<file path="src/rtl/tmr_wdt_pkg.sv">
package tmr_wdt_pkg;
  localparam int RATIO_W = 3;
  localparam int OPT_W   = RATIO_W + 3;

  // bit 5 source, bit 4 edge, bit 3 assignment, bits 2:0 ratio code
  typedef struct packed {
    logic               src_ext;
    logic               fall_edge;
    logic               pre_wdt;
    logic [RATIO_W-1:0] ratio;
  } opt_t;
endpackage

</file>
<file path="src/rtl/tmr_opt_reg.sv">
module tmr_opt_reg
  import tmr_wdt_pkg::*;
(
  input  logic             clk,
  input  logic             rst,
  input  logic             load,
  input  logic [OPT_W-1:0] wdata,
  output opt_t             opt
);
  always_ff @(posedge clk) begin
    if (rst)       opt <= opt_t'('1);
    else if (load) opt <= opt_t'(wdata);
  end
endmodule

</file>
<file path="src/rtl/tmr_pin_edge.sv">
module tmr_pin_edge #(
  parameter int STAGES = 2
) (
  input  logic clk,
  input  logic rst,
  input  logic pin,
  input  logic fall_sel,
  output logic edge_stb
);
  // STAGES synchronizer flops plus one history flop
  logic [STAGES:0] sh;
  logic            cur, prev;

  always_ff @(posedge clk) begin
    if (rst) sh <= '0;
    else     sh <= {sh[STAGES-1:0], pin};
  end

  assign cur  = sh[STAGES-1];
  assign prev = sh[STAGES];

  always_comb begin
    if (fall_sel) edge_stb = prev & ~cur;
    else          edge_stb = cur & ~prev;
  end
endmodule

</file>
<file path="src/rtl/tmr_prescaler.sv">
module tmr_prescaler #(
  parameter int RATIO_W = 3
) (
  input  logic           clk,
  input  logic           rst,
  input  logic           clr,
  input  logic           evt_in,
  input  logic [RATIO_W:0] sel,
  output logic           evt_out
);
  localparam int PRE_W = 2 ** RATIO_W;
  localparam int NTAP  = PRE_W + 1;

  logic [PRE_W-1:0] cnt;
  logic [NTAP-1:0]  full;

  // full[k]: low k bits all ones, so the next event completes a 2^k group
  assign full[0] = 1'b1;
  for (genvar k = 1; k <= PRE_W; k++) begin : g_tap
    assign full[k] = &cnt[k-1:0];
  end

  assign evt_out = evt_in & full[sel];

  always_ff @(posedge clk) begin
    if (rst || clr)  cnt <= '0;
    else if (evt_in) cnt <= cnt + 1'b1;
  end
endmodule

</file>
<file path="src/rtl/tmr_wdt_cnt.sv">
module tmr_wdt_cnt #(
  parameter int CNT_W = 8
) (
  input  logic clk,
  input  logic rst,
  input  logic clr,
  input  logic inc,
  output logic timeout
);
  logic [CNT_W-1:0] cnt;

  always_ff @(posedge clk) begin
    if (rst) begin
      cnt     <= '0;
      timeout <= 1'b0;
    end else begin
      timeout <= 1'b0;
      if (clr) begin
        cnt <= '0;
      end else if (inc) begin
        cnt     <= cnt + 1'b1;
        timeout <= &cnt;
      end
    end
  end
endmodule

</file>
<file path="src/rtl/tmr_wdt_div.sv">
module tmr_wdt_div
  import tmr_wdt_pkg::*;
#(
  parameter int TMR_W       = 8,
  parameter int WDT_W       = 8,
  parameter int SYNC_STAGES = 2
) (
  input  logic                         clk,
  input  logic                         rst,
  input  logic                         cyc_stb,
  input  logic                         ext_pin,
  input  logic                         opt_wr,
  input  logic [tmr_wdt_pkg::OPT_W-1:0] opt_wdata,
  input  logic                         tmr_wr,
  input  logic [TMR_W-1:0]             tmr_wdata,
  input  logic                         wdt_tick,
  input  logic                         wdt_clr,
  output logic [TMR_W-1:0]             tmr_q,
  output logic                         wdt_timeout
);
  localparam int SEL_W = RATIO_W + 1;

  opt_t             opt;
  logic             pin_evt, src_evt;
  logic             pre_in, pre_out, pre_clr;
  logic [SEL_W-1:0] pre_sel;
  logic             tmr_inc, wdt_inc;

  tmr_opt_reg u_opt (
    .clk   (clk),
    .rst   (rst),
    .load  (opt_wr),
    .wdata (opt_wdata),
    .opt   (opt)
  );

  tmr_pin_edge #(.STAGES(SYNC_STAGES)) u_pin (
    .clk      (clk),
    .rst      (rst),
    .pin      (ext_pin),
    .fall_sel (opt.fall_edge),
    .edge_stb (pin_evt)
  );

  assign src_evt = opt.src_ext ? pin_evt : cyc_stb;

  // divider routing: the ratio code is one step deeper on the timer side
  always_comb begin
    if (opt.pre_wdt) begin
      pre_in  = wdt_tick;
      pre_clr = wdt_clr;
      pre_sel = SEL_W'(opt.ratio);
      tmr_inc = src_evt;
    end else begin
      pre_in  = src_evt;
      pre_clr = tmr_wr;
      pre_sel = SEL_W'(opt.ratio) + 1'b1;
      tmr_inc = pre_out;
    end
  end

  tmr_prescaler #(.RATIO_W(RATIO_W)) u_pre (
    .clk     (clk),
    .rst     (rst),
    .clr     (pre_clr),
    .evt_in  (pre_in),
    .sel     (pre_sel),
    .evt_out (pre_out)
  );

  assign wdt_inc = opt.pre_wdt ? pre_out : wdt_tick;

  tmr_wdt_cnt #(.CNT_W(WDT_W)) u_wdt (
    .clk     (clk),
    .rst     (rst),
    .clr     (wdt_clr),
    .inc     (wdt_inc),
    .timeout (wdt_timeout)
  );

  always_ff @(posedge clk) begin
    if (rst)          tmr_q <= '0;
    else if (tmr_wr)  tmr_q <= tmr_wdata;
    else if (tmr_inc) tmr_q <= tmr_q + 1'b1;
  end
endmodule

</file>
<file path="config.mk">
export PLATFORM = sky130hd
export DESIGN_NAME = tmr_wdt_div
export DESIGN_NICKNAME = d
export VERILOG_FILES = /design/src/rtl/tmr_wdt_pkg.sv /design/src/rtl/tmr_opt_reg.sv /design/src/rtl/tmr_pin_edge.sv /design/src/rtl/tmr_prescaler.sv /design/src/rtl/tmr_wdt_cnt.sv /design/src/rtl/tmr_wdt_div.sv
export SDC_FILE = /design/constraint.sdc
export NUM_CORES = 1
export LEC_CHECK = 0
export ABC_AREA = 1
export ABC_CLOCK_PERIOD_IN_PS = 2000
export CELL_PAD_IN_SITES_DETAIL_PLACEMENT = 0
export CELL_PAD_IN_SITES_GLOBAL_PLACEMENT = 2
export CORE_MARGIN = 1.5
export CORE_UTILIZATION = 29
export DETAILED_ROUTE_END_ITERATION = 10
export PLACE_DENSITY = 0.88
export SLEW_MARGIN = 20
export SYNTH_ARGS = -nofsm -noshare
export SYNTH_HDL_FRONTEND = slang
export SYNTH_SLANG_ARGS = --single-unit
</file>
<file path="constraint.sdc">
create_clock -name clk -period 2 [get_ports clk]
set_input_delay 0.4 -clock clk [delete_from_list [all_inputs] [get_ports clk]]
set_output_delay 0.4 -clock clk [all_outputs]
set_load 0.01 [all_outputs]
</file>
After elaboration in Yosys (flattened, before gate mapping)
Cells that the tools add are included.
{ "op_classes": {"addsub": 4, "reduce_logical": 12, "n_lt_le_gt_ge": 1, "bitwise_logic": 6, "muxes": 11} }
{ "op_table": {"columns": ["operator", "n"], "rows": [
  ["8-bit by 1-bit adder with 8-bit output, second input constant", 3],
  ["8-bit two-way mux", 2],
  ["8-bit AND reduction", 2],
  ["1-bit two-way mux", 7],
  ["7-bit AND reduction", 1],
  ["6-bit AND reduction", 1],
  ["4-bit by 5-bit less-than comparator with 1-bit output, second input constant", 1],
  ["5-bit AND reduction", 1],
  ["3-bit by 1-bit adder with 4-bit output, second input constant", 1],
  ["1-bit binary-select mux with 4-bit select", 1],
  ["4-bit two-way mux", 1],
  ["4-bit AND reduction", 1],
  ["1-bit bitwise AND", 3],
  ["1-bit inverter", 3],
  ["3-bit AND reduction", 1],
  ["3-bit OR reduction", 1],
  ["2-bit AND reduction", 1],
  ["2-bit nonzero test", 1],
  ["2-bit OR reduction", 1],
  ["1-bit logical OR", 1]
]} }
{ "word_totals": {"out_inout_bits": 9, "reg_bits": 34, "in_bits": 22} }

Logic depth before layout (Yosys ltp)
Gate-level depths: netlist of the first run.
{ "depth": {"depth_word": 9, "ltp_mapped": 15, "depth_no_buf": 15} }

Hierarchy
From an unflattened synthesis of the first run, not the netlist that was laid out.
{ "unflattened": {"hier_cells": 277, "area_unflattened_um2": 1869.3} }
{ "by_module_without_submodules": {"columns": ["module", "cells_each", "seq_area_each_um2", "area_per_inst_um2", "instances"], "rows": [
  ["tmr_wdt_div", 111, 160.2, 643.1, 1],
  ["tmr_prescaler", 71, 160.2, 490.5, 1],
  ["tmr_wdt_cnt", 55, 180.2, 429.2, 1],
  ["tmr_opt_reg", 26, 120.1, 202.7, 1],
  ["tmr_pin_edge", 14, 60.1, 103.8, 1]
]} }

Worst setup path before layout of the first run
No wires, ideal clock.
{ "synth_timing": {"kind": "register to register", "startpoint": "reg u_pre.cnt[0]", "endpoint": "reg tmr_q[1]", "stages_incl_launch_ff": 15, "setup_ns": 0.116, "arrival_time_ns": 1.634, "t_required_ns": 1.884, "path_slack_ns": 0.250, "cell_sequence": "dfxtp_1 -> ha_1 -> nand3_1 -> inv_1 -> ha_1 -> nand3_1 -> nand3_1 -> nand3_2 -> nand3_1 -> nand2_1 -> nand2_2 -> nand2_2 -> nand2_4 -> nor2_1 -> nor2_1"} }
{ "synth_between": {"elab_chain_len": 6, "elab_cells_between_ends": 12, "cone_classes": "mux (3); bitwise (1); reduce/logical (8)"} }
{ "synth_lines": {"columns": ["item", "line", "rtl"], "rows": [
  ["start: declaration", "tmr_prescaler.sv:14", "logic [PRE_W-1:0] cnt;"],
  ["start signal: assignment", "tmr_prescaler.sv:27", "else if (evt_in) cnt <= cnt + 1'b1;"],
  ["8-bit AND reduction, or another cell as far along", "tmr_prescaler.sv:20", "assign full[k] = &cnt[k-1:0];"],
  ["1-bit binary-select mux with 4-bit select (*)", "tmr_prescaler.sv:23", "assign evt_out = evt_in & full[sel];"],
  ["1-bit two-way mux (implied by the code) (*)", "tmr_prescaler.sv:23", null],
  ["1-bit bitwise AND (*)", "tmr_prescaler.sv:23", null],
  ["1-bit two-way mux (*)", "tmr_wdt_div.sv:49", "if (opt.pre_wdt) begin"],
  ["2-bit nonzero test (no line) (*)", null, null],
  ["end signal: assignment", "tmr_wdt_div.sv:83", "else if (tmr_wr) tmr_q <= tmr_wdata;"],
  ["end signal: assignment", "tmr_wdt_div.sv:84", "else if (tmr_inc) tmr_q <= tmr_q + 1'b1;"],
  ["end: declaration", "tmr_wdt_div.sv:18", "output logic [TMR_W-1:0] tmr_q,"]
]} }
Mark *: on every way between the ends. The rest lies on a longest branch, timed or not. The select of a mux whose other input is x is not followed.
A chain may end at the register's enable or synchronous reset.

Worst setup path after layout of the first run
{ "layout_timing": {"startpoint": "reg, netlist name u_opt.opt[3]", "endpoint": "reg tmr_q[1]"} }
{ "layout_between": {"elab_chain_len": 6, "elab_cells_between_ends": 7, "cone_classes": "mux (5); bitwise (1); reduce/logical (1)"} }
{ "layout_lines": {"columns": ["item", "line"], "rows": [
  ["4-bit two-way mux", "tmr_wdt_div.sv:49"],
  ["1-bit binary-select mux with 4-bit select", "tmr_prescaler.sv:23"],
  ["1-bit two-way mux (implied by the code)", "tmr_prescaler.sv:23"],
  ["1-bit bitwise AND", "tmr_prescaler.sv:23"],
  ["1-bit two-way mux (*)", "tmr_wdt_div.sv:49"],
  ["2-bit nonzero test (no line) (*)", null]
]} }
Marked as above.

==> metrics.yaml, run 1 <==
grt_max_degree: 17
die_h_um: 82.6
min-delay-start: "u_pin.sh[0]"
die_area_sq_um: 6830
hold_class: "reg2reg"
root_buffer: "clkbuf_8"
grt_use_total: 0.134
cp.arrival_ps: 1980
drc: 0
cts_buffers: 5
syn2layout_area_growth_pct: 31.2
multi_input_comb_area_sq_um: 1050
cp_max_fo: 9
avgRoutedWirePerCell_um: 11.1
dr.first_iter.drc_count: 59
antennaDiodeCount: 0
syn-instance-count: 270
holdPathStages: 2
rsz0062_at_grt: "no"
ys_types: 24
power.density_nw_per_um2: 692
synth-seq-area-share: 0.370
dp_hpwl_um: 3200
p_leak_nw: 0.998
crit_start: "u_opt.opt[3]"
fp.coreArea_sq_um: 6030
fin_skew_ps: 8.93
io_buffers: 30
cts_tree: "built"
vias_per_cell: 4.55
reg2regPathDepth: 13
cts_setup_buffers: 0
slew_headroom: 0.726
rrSetupSlack_ps: 200
gp_congestion: 0.761
num_io_pins: 31
cts_sinks: 34
dpl_cell_area_sq_um: 2270
fill_cells: 636
status: "finished, final reports clean"
rr_startpoint: "u_opt.opt[3]"
post-route-util: 0.401
finalHoldViolations: 0
grt_pass1_vias: 1592
synth_warnings: 0
clk-insertion-delay-late_ps: 290
clk_path_buf_depth: 2
worstSetupStartpointType: "flip-flop"
drt_wl_total_um: 4270
design_area_sq_um: 2410
start_util: 0.305
finalCritPeriodShare: 0.901
r2r_end: "tmr_q[1]"
grt_antenna_before_repair: 0
dp_cells: 378
fin_nets: 338
row_count: 28
holdPathEnd: "u_pin.sh[1]"
crit_type: "reg2reg"
fp.dieW_um: 82.6
synth-seq-cells: 34
overflow: 0
finalSetupTns_ps: 0
synth_fp_nets: 298
synth.cell_area_sq_um: 1840
worstPathRequired_ps: 2180
maxCapViolations: 0
worst_pin_slew_ps: 410
syn_area_per_cell_sq_um: 6.81
setup.worst_path.end_class: "flip-flop"
instances_no_fill: 386
finalPower_w: 0.00167
antenna_left: 0
drt_pass1_iterations: 4
clk_pin_slew_ps: 80
final.min_clock_period_ps: 1800
drive_gt1_frac: 0.122
h-tree-depth: 2
drv_slew: 0
fmax_ghz: 0.555
grt_pass1_wl_um: 6990
regArea_sq_um: 683
num_vias: 1758
finalSetupViolCount: 0
vdd_drop_max_uv: 277
[sequential cells by signal, indices dropped and copies added, names as in the netlist]
| name | cells |
|---|---|
| u_opt.opt | 6 |
| u_pin.sh | 3 |
| u_wdt.timeout | 1 |
| tmr_q | 8 |
| u_wdt.cnt | 8 |
| u_pre.cnt | 8 |
[logic make-up (layout without fill, tap and decap cells)]
group,count (synthesis),count (layout),share of synthesized area
adder cells (fa/ha/maj),6,6,0.0408
buffers and inverters,35,76,0.0741
XOR/XNOR,10,10,0.0476
AND/OR/NAND/NOR,144,144,0.351
AO/OA/AOI/OAI,41,41,0.116
flip-flops,34,34,0.370
[synth_stat cells]
| cell type | count | area, sq um |
|---|---|---|
| nand2_1 | 63 | 236 |
| dfxtp_1 | 34 | 681 |
| nand3_1 | 33 | 165 |
| nor2_1 | 30 | 113 |
| inv_1 | 28 | 105 |
| a21oi_1 | 21 | 105 |
| o21ai_0 | 16 | 80.1 |
| xnor2_1 | 7 | 61.3 |
| ha_1 | 6 | 75.1 |
| clkbuf_1 | 5 | 18.8 |
| nand2_2 | 4 | 25.0 |
| nand2_4 | 3 | 33.8 |
| nor3_1 | 3 | 15.0 |
| or2_2 | 3 | 18.8 |
| xor2_1 | 3 | 26.3 |
| nand3_2 | 2 | 20.0 |
| nand4_1 | 2 | 12.5 |
| a31o_2 | 1 | 8.76 |
| inv_2 | 1 | 3.75 |
| inv_6 | 1 | 8.76 |
| nor2_2 | 1 | 6.26 |
| o21a_1 | 1 | 7.51 |
| o21ai_1 | 1 | 5.00 |
| o21bai_1 | 1 | 7.51 |
[where the power goes]
group	internal, W	switching [W]	leakage (nW)
Clock	0.000367	0.000266	0.0579
Sequential	0.000708	0.0000320	0.279
Combinational	0.000139	0.000159	0.661
Total	0.00121	0.000457	0.998
[layout by cell type, fill, tap and decap left out]
cell type	count
nand2_1	62
nand3_1	32
dfxtp_1	32
clkdlybuf4s50_1	30
nor2_1	29
inv_1	28
a21oi_1	21
o21ai_0	15
buf_4	8
xnor2_1	7
ha_1	5
clkbuf_8	5
nand2_4	4
nand2_2	4
nand3_2	3
nor3_1	3
or2_2	3
xor2_1	3
o21ai_1	2
nor2_2	2
nand4_1	2
clkinv_2	2
dfxtp_2	2
inv_2	1
o21bai_1	1
o21a_1	1
inv_6	1
a31o_2	1
ha_4	1
bufinv_16	1
[through the flow]
stage	worst slack, ps	hold WS, ps
floorplan	250	388
global placement	63.4	389
detailed placement	87.2	402
CTS	69.3	414
global route	8.69	436
finish	198	411
[worst max path at each step]
stage | cells after the start | end | slack [ps]
CTS | 14 | tmr_q[1] | 70
floorplan | 14 | tmr_q[1] | 250
detailed placement | 10 | u_pre.cnt[7] | 90
finish | 13 | tmr_q[1] | 200
global placement | 10 | u_pre.cnt[7] | 60
global route | 14 | u_wdt.timeout | 9
[worst max-delay path: stages, from the launching register on]
cell and delay [ps]:
dfxtp_1 490, inv_2 170, nand2_4 110, nand2_2 70, nor2_2 80, nand2_1 70, nand3_2 80, nand3_1 70
nand2_1 110, nand2_2 90, nand2_4 110, nand2_4 90, nor2_1 100, nor2_1 50
[layout make-up]
type,count,share of cell area
Tap cell,75,0.0389
Sequential cell,34,0.283
Timing Repair Buffer,38,0.149
Clock buffer,5,0.0285
Inverter,30,0.0487
Clock inverter,3,0.0166
Multi-Input combinational cell,201,0.435
[metal layers]
layer / global-route usage / vias to the layer above / share of wire
met2: 0.217 / 32 / 0.43
li1: - / 952 / -
met5: 0 / - / 0
met4: 0.0400 / 0 / 0.0073
met3: 0.0385 / 4 / 0.043
met1: 0.171 / 770 / 0.52
[timing repair]
action | 4_1_cts | 5_1_grt
gates resized for setup | 0 | 9
hold buffers | 0 | 0
setup endpoints to repair | 0 | 17
Note: power is estimated with default switching activity, not from simulation.
==> run 2: changes to the inputs <==
Settings changed: CORE_UTILIZATION 29 to 34, DONT_BUFFER_PORTS set to 1, PLACE_DENSITY 0.88 to 0.87.
==> metrics.yaml, run 2 (same netlist as run 1, synthesis figures left out) <==
fp.coreArea_sq_um: 5170  # -14%
finalPower_w: 0.00160  # -4.4%
drt_wl_total_um: 4180  # -2.0%
setup.worst_path.end_class: "flip-flop"
drv_slew: 0  # unchanged
p_leak_nw: 0.871  # -13%
fp.dieW_um: 76.6  # -7.4%
die_h_um: 76.6  # -7.4%
fill_cells: 569  # -11%
antennaDiodeCount: 0  # unchanged
start_util: 0.356  # +0.0504
fmax_ghz: 0.568  # +2.3%
layout_common_cells: "nand2_1, nand3_1, dfxtp_1, nor2_1, inv_1"
drc: 0  # unchanged
overflow: 0  # unchanged
clk-insertion-delay-late_ps: 290  # about the same
finalSetupTns_ps: 0  # unchanged
finalSetupViolCount: 0  # unchanged
clk_path_buf_depth: 2  # unchanged
worst_pin_slew_ps: 310  # -99.8 ps
grt_max_degree: 19  # +2
drive_gt1_frac: 0.133  # +0.0104
multi_input_comb_area_sq_um: 1060  # +1.4%
cp_max_fo: 8  # -1
fin_nets: 306  # -9.5%
vias_per_cell: 4.78  # +5.0%
final_common_cell: "nand2_1"
rsz0062_at_grt: "no"
root_buffer: "clkbuf_8"
cp.arrival_ps: 1960  # -20 ps
num_vias: 1669  # -5.1%
dr.first_iter.drc_count: 51  # -14%
top_regs: "tmr_q x8, u_pre.cnt x8, u_wdt.cnt x8"
status: "finished, final reports clean"
grt_pass1_vias: 1534  # -3.6%
row_count: 26  # -7.1%
design_area_sq_um: 2100  # -13%
cts_setup_buffers: 0  # unchanged
cts_sinks: 34  # unchanged
h-tree-depth: 2  # unchanged
cts_tree: "built"
grt_antenna_before_repair: 0  # unchanged
drt_pass1_iterations: 4  # unchanged
worstSetupStartpointType: "flip-flop"
dp_hpwl_um: 2990  # -6.7%
dpl_cell_area_sq_um: 1950  # -14%
hold_class: "in2reg"
grt_use_total: 0.151  # +0.0169
syn2layout_area_growth_pct: 14.4
crit_type: "reg2reg"
fin_skew_ps: 7.84  # -1.08 ps
antenna_left: 0  # unchanged
gp_congestion: 0.769  # +0.97%
power.density_nw_per_um2: 759  # +9.6%
finalCritPeriodShare: 0.881  # -0.0204
num_io_pins: 31  # unchanged
grt_pass1_wl_um: 7090  # +1.4%
worstPathRequired_ps: 2190  # about the same
clk_pin_slew_ps: 80  # about the same
avgRoutedWirePerCell_um: 12.0  # +8.4%
slew_headroom: 0.792  # +0.0667
maxCapViolations: 0  # unchanged
cts_buffers: 5  # unchanged
vdd_drop_max_uv: 277  # +0.11%
regArea_sq_um: 686  # +0.37%
final.min_clock_period_ps: 1760  # -40.7 ps
io_buffers: 0  # -100%
cts.repair.resized: 0  # unchanged
finalHoldViolations: 0  # unchanged
die_area_sq_um: 5860  # -14%
postCtsHoldBufs: 0  # unchanged
-- run 2: stage by stage --
step	hold slack (ps)	util	setup WS, ps	instances
2_1_floorplan	388	-	250	270
3_3_place_gp	390	0.376	86.5	340
3_5_place_dp	399	0.376	24.7	340
4_1_cts	157	0.397	7.51	348
5_1_grt	156	0.407	12.5	349
6_report	165	0.407	238	349
-- run 2: worst paths after layout --
path         slack, ps           to  depth (start not counted)    startpoint
max                240     tmr_q[7]                         14  u_pre.cnt[0]
min                170     tmr_q[0]                          1           rst
max reg2reg        240     tmr_q[7]                         14  u_pre.cnt[0]
min reg2reg        390  u_pin.sh[1]                          2   u_pin.sh[0]
-- run 2: report_power, final --
part	total (W)	internal, W	switching, W	leakage [nW]
Combinational	0.000225	0.0000855	0.000140	0.534
Sequential	0.000742	0.000707	0.0000343	0.279
Clock	0.000631	0.000367	0.000264	0.0579
-- run 2: layout make-up --
cell class | count | share of cell area
repair buffers | 5 | 0.0178
multi-input cells | 202 | 0.506
well taps | 70 | 0.0416
flip-flops and latches | 34 | 0.326
inverters | 30 | 0.0571
clock buffers | 5 | 0.0327
clock inverters | 3 | 0.0190
-- run 2: worst max-delay path: stages (launching register included) --
cell     delay, ps
dfxtp_4        370
ha_4           170
nand3_2         90
inv_2           40
ha_1           170
nand3_1         80
nand3_1         90
nand3_2         80
nand3_1         60
nand2_1        100
nand2_2         80
nand2_4        130
nand2_8         80
nor2_1          90
nor2_1          50
-- run 2: routing by layer --
layer  part of all wire  global-route usage  up-vias  wire (um)
li1                   -                   -      894          -
met5                  0                   0        -          0
met3              0.056              0.0539        6        233
met2               0.45               0.238       27       1870
met4              0.015              0.0611        0         61
met1               0.48               0.186      742       2020
==> run 3: changes to the inputs <==
Settings changed: CORE_UTILIZATION 34 to 36, CTS_BUF_LIST set to sky130_fd_sc_hd__clkbuf_4, PLACE_DENSITY 0.87 to 0.91.
==> metrics.yaml, run 3 (same netlist as run 1, synthesis figures left out) <==
status: "finished, final reports clean"
worst_pin_slew_ps: 274  # -36.1 ps
fp.dieW_um: 74.5  # -2.7%
fin_skew_ps: 11.8  # +3.95 ps
p_leak_nw: 0.858  # -1.5%
antenna_left: 0  # unchanged
syn2layout_area_growth_pct: 11.7
h-tree-depth: 2  # unchanged
crit_end: "u_wdt.cnt[7]"
root_buffer: "clkbuf_4"
post-route-util: 0.426  # +0.0196
rr_startpoint: "u_opt.opt[0]"
die_h_um: 74.5  # -2.7%
crit_type: "reg2reg"
start_util: 0.382  # +0.0262
clk_path_buf_depth: 2  # unchanged
overflow: 0  # unchanged
wl_met3_um: 310  # +33%
die_area_sq_um: 5550  # -5.3%
cts_sinks: 34  # unchanged
drt_wl_total_um: 4090  # -2.2%
dp_hpwl_um: 3040  # +1.6%
grt_use_total: 0.160  # +0.00903
num_vias: 1698  # +1.7%
crit_start: "u_opt.opt[0]"
gp_congestion: 0.772  # +0.48%
antennaDiodeCount: 0  # unchanged
slew_headroom: 0.816  # +0.0242
route.met2.wl_um: 1840  # -1.5%
finalHoldViolations: 0  # unchanged
row_count: 25  # -3.8%
top_regs: "tmr_q x8, u_pre.cnt x8, u_wdt.cnt x8"
drc: 0  # unchanged
pre_cts_ws_ps: -10.3  # -34.9 ps
reg2regPathDepth: 10  # -4
top_layer: "met4"
num_io_pins: 31  # unchanged
clk-insertion-delay-late_ps: 330  # +40 ps
r2r_end: "u_wdt.cnt[7]"
vdd_drop_max_uv: 321  # +16%
vias_per_cell: 4.89  # +2.3%
worstSetupStartpointType: "flip-flop"
fin_nets: 307  # +0.33%
grt_pass1_vias: 1523  # -0.72%
fmax_ghz: 0.546  # -3.9%
clk_pin_slew_ps: 110  # +30 ps
cp_max_fo: 9  # +1
power.density_nw_per_um2: 652  # -14%
setup.worst_path.end_class: "flip-flop"
met1_length_um: 1890  # -6.3%
worstPathRequired_ps: 2260  # +70 ps
final.min_clock_period_ps: 1830  # +71.0 ps
drive_gt1_frac: 0.139  # +0.00667
layout_setup_ws_ps: 167  # -71.0 ps
final_common_cell: "nand2_1"
cp.arrival_ps: 2090  # +130 ps
avgRoutedWirePerCell_um: 11.8  # -1.7%
cts_tree: "built"
layout_common_cells: "nand2_1, nand3_1, dfxtp_1, nor2_1, inv_1"
grt_antenna_before_repair: 0  # unchanged
grt_max_degree: 19  # unchanged
fp.coreArea_sq_um: 4820  # -6.9%
dr.first_iter.drc_count: 42  # -18%
io_buffers: 0  # unchanged
postCtsHoldBufs: 0  # unchanged
drt_pass1_iterations: 5  # +1
grt_pass1_wl_um: 6810  # -3.9%
finalCritPeriodShare: 0.916  # +0.0355
hold_class: "in2reg"
cts_buffers: 5  # unchanged
finalSetupViolCount: 0  # unchanged
drv_slew: 0  # unchanged
maxCapViolations: 0  # unchanged
rrSetupSlack_ps: 170  # -70 ps
-- run 3: cell count changes in the layout (fill, tap and decap cells not counted), sizes merged --
cell,before,now
clkbuf,5,6
buf,5,6
bufinv,1,0
-- run 3: critical path, cell delays in order (launching register included) --
cell     delay [ps]
dfxtp_1         360
ha_1            330
o21ai_2         170
nand3_1         100
o21ai_0         150
nand2_1         110
nand2_2         140
nand2_4         100
inv_6            90
nand2_1          50
a21oi_1         130
-- run 3: worst min-delay path by stage --
stage                           start     endpoint  slack, ps  depth (start not counted)
after floorplan           u_pin.sh[0]  u_pin.sh[1]        390                          2
after global placement    u_pin.sh[0]  u_pin.sh[1]        390                          2
after detailed placement  u_pin.sh[0]  u_pin.sh[1]        410                          2
after CTS                         rst     tmr_q[4]        100                          1
after global routing              rst     tmr_q[0]         90                          1
final                             rst     tmr_q[6]        120                          1
-- run 3: layer usage --
| metal | global-route usage | vias to the layer above |
|---|---|---|
| met2 | 0.259 | 34 |
| met4 | 0.0545 | 0 |
| met1 | 0.200 | 769 |
| met3 | 0.0515 | 4 |
| li1 | - | 891 |
| met5 | 0 | - |
-- run 3: layout make-up --
cell class	count	area, sq um
tap	67	83.8
timing repair buffer	6	45.0
fill	563	2760
clock buffer	6	45.0
clock inverter	2	8.76
multi-input combinational	202	1060
inverter	30	118
sequential	34	689
-- run 3: per-stage QoR --
step	power [W]	instance area (sq um)	hold slack [ps]	cells	setup TNS, ps
floorplan	0.000921	1840	388	270	0
detailed placement	0.000959	1930	410	335	-10.3
global placement	0.000959	1930	394	335	0
CTS	0.00134	1980	101	343	0
global route	0.00143	2050	90.8	347	-4.73
finish	0.00134	2050	118	347	0
-- run 3: timing repair --
| action | 4_1_cts | 5_1_grt |
|---|---|---|
| endpoints found under the setup margin | 3 | 17 |
| resized for setup | 1 | 13 |
| cloned | 0 | 1 |
| pin swaps | 0 | 3 |
| setup buffers | 0 | 3 |
-- run 3: power by group --
part           internal [W]  total [W]  switching (W)
clock              0.000146   0.000381       0.000235
combinational     0.0000821   0.000212       0.000130
sequential         0.000707   0.000748      0.0000413
total              0.000934    0.00134       0.000406
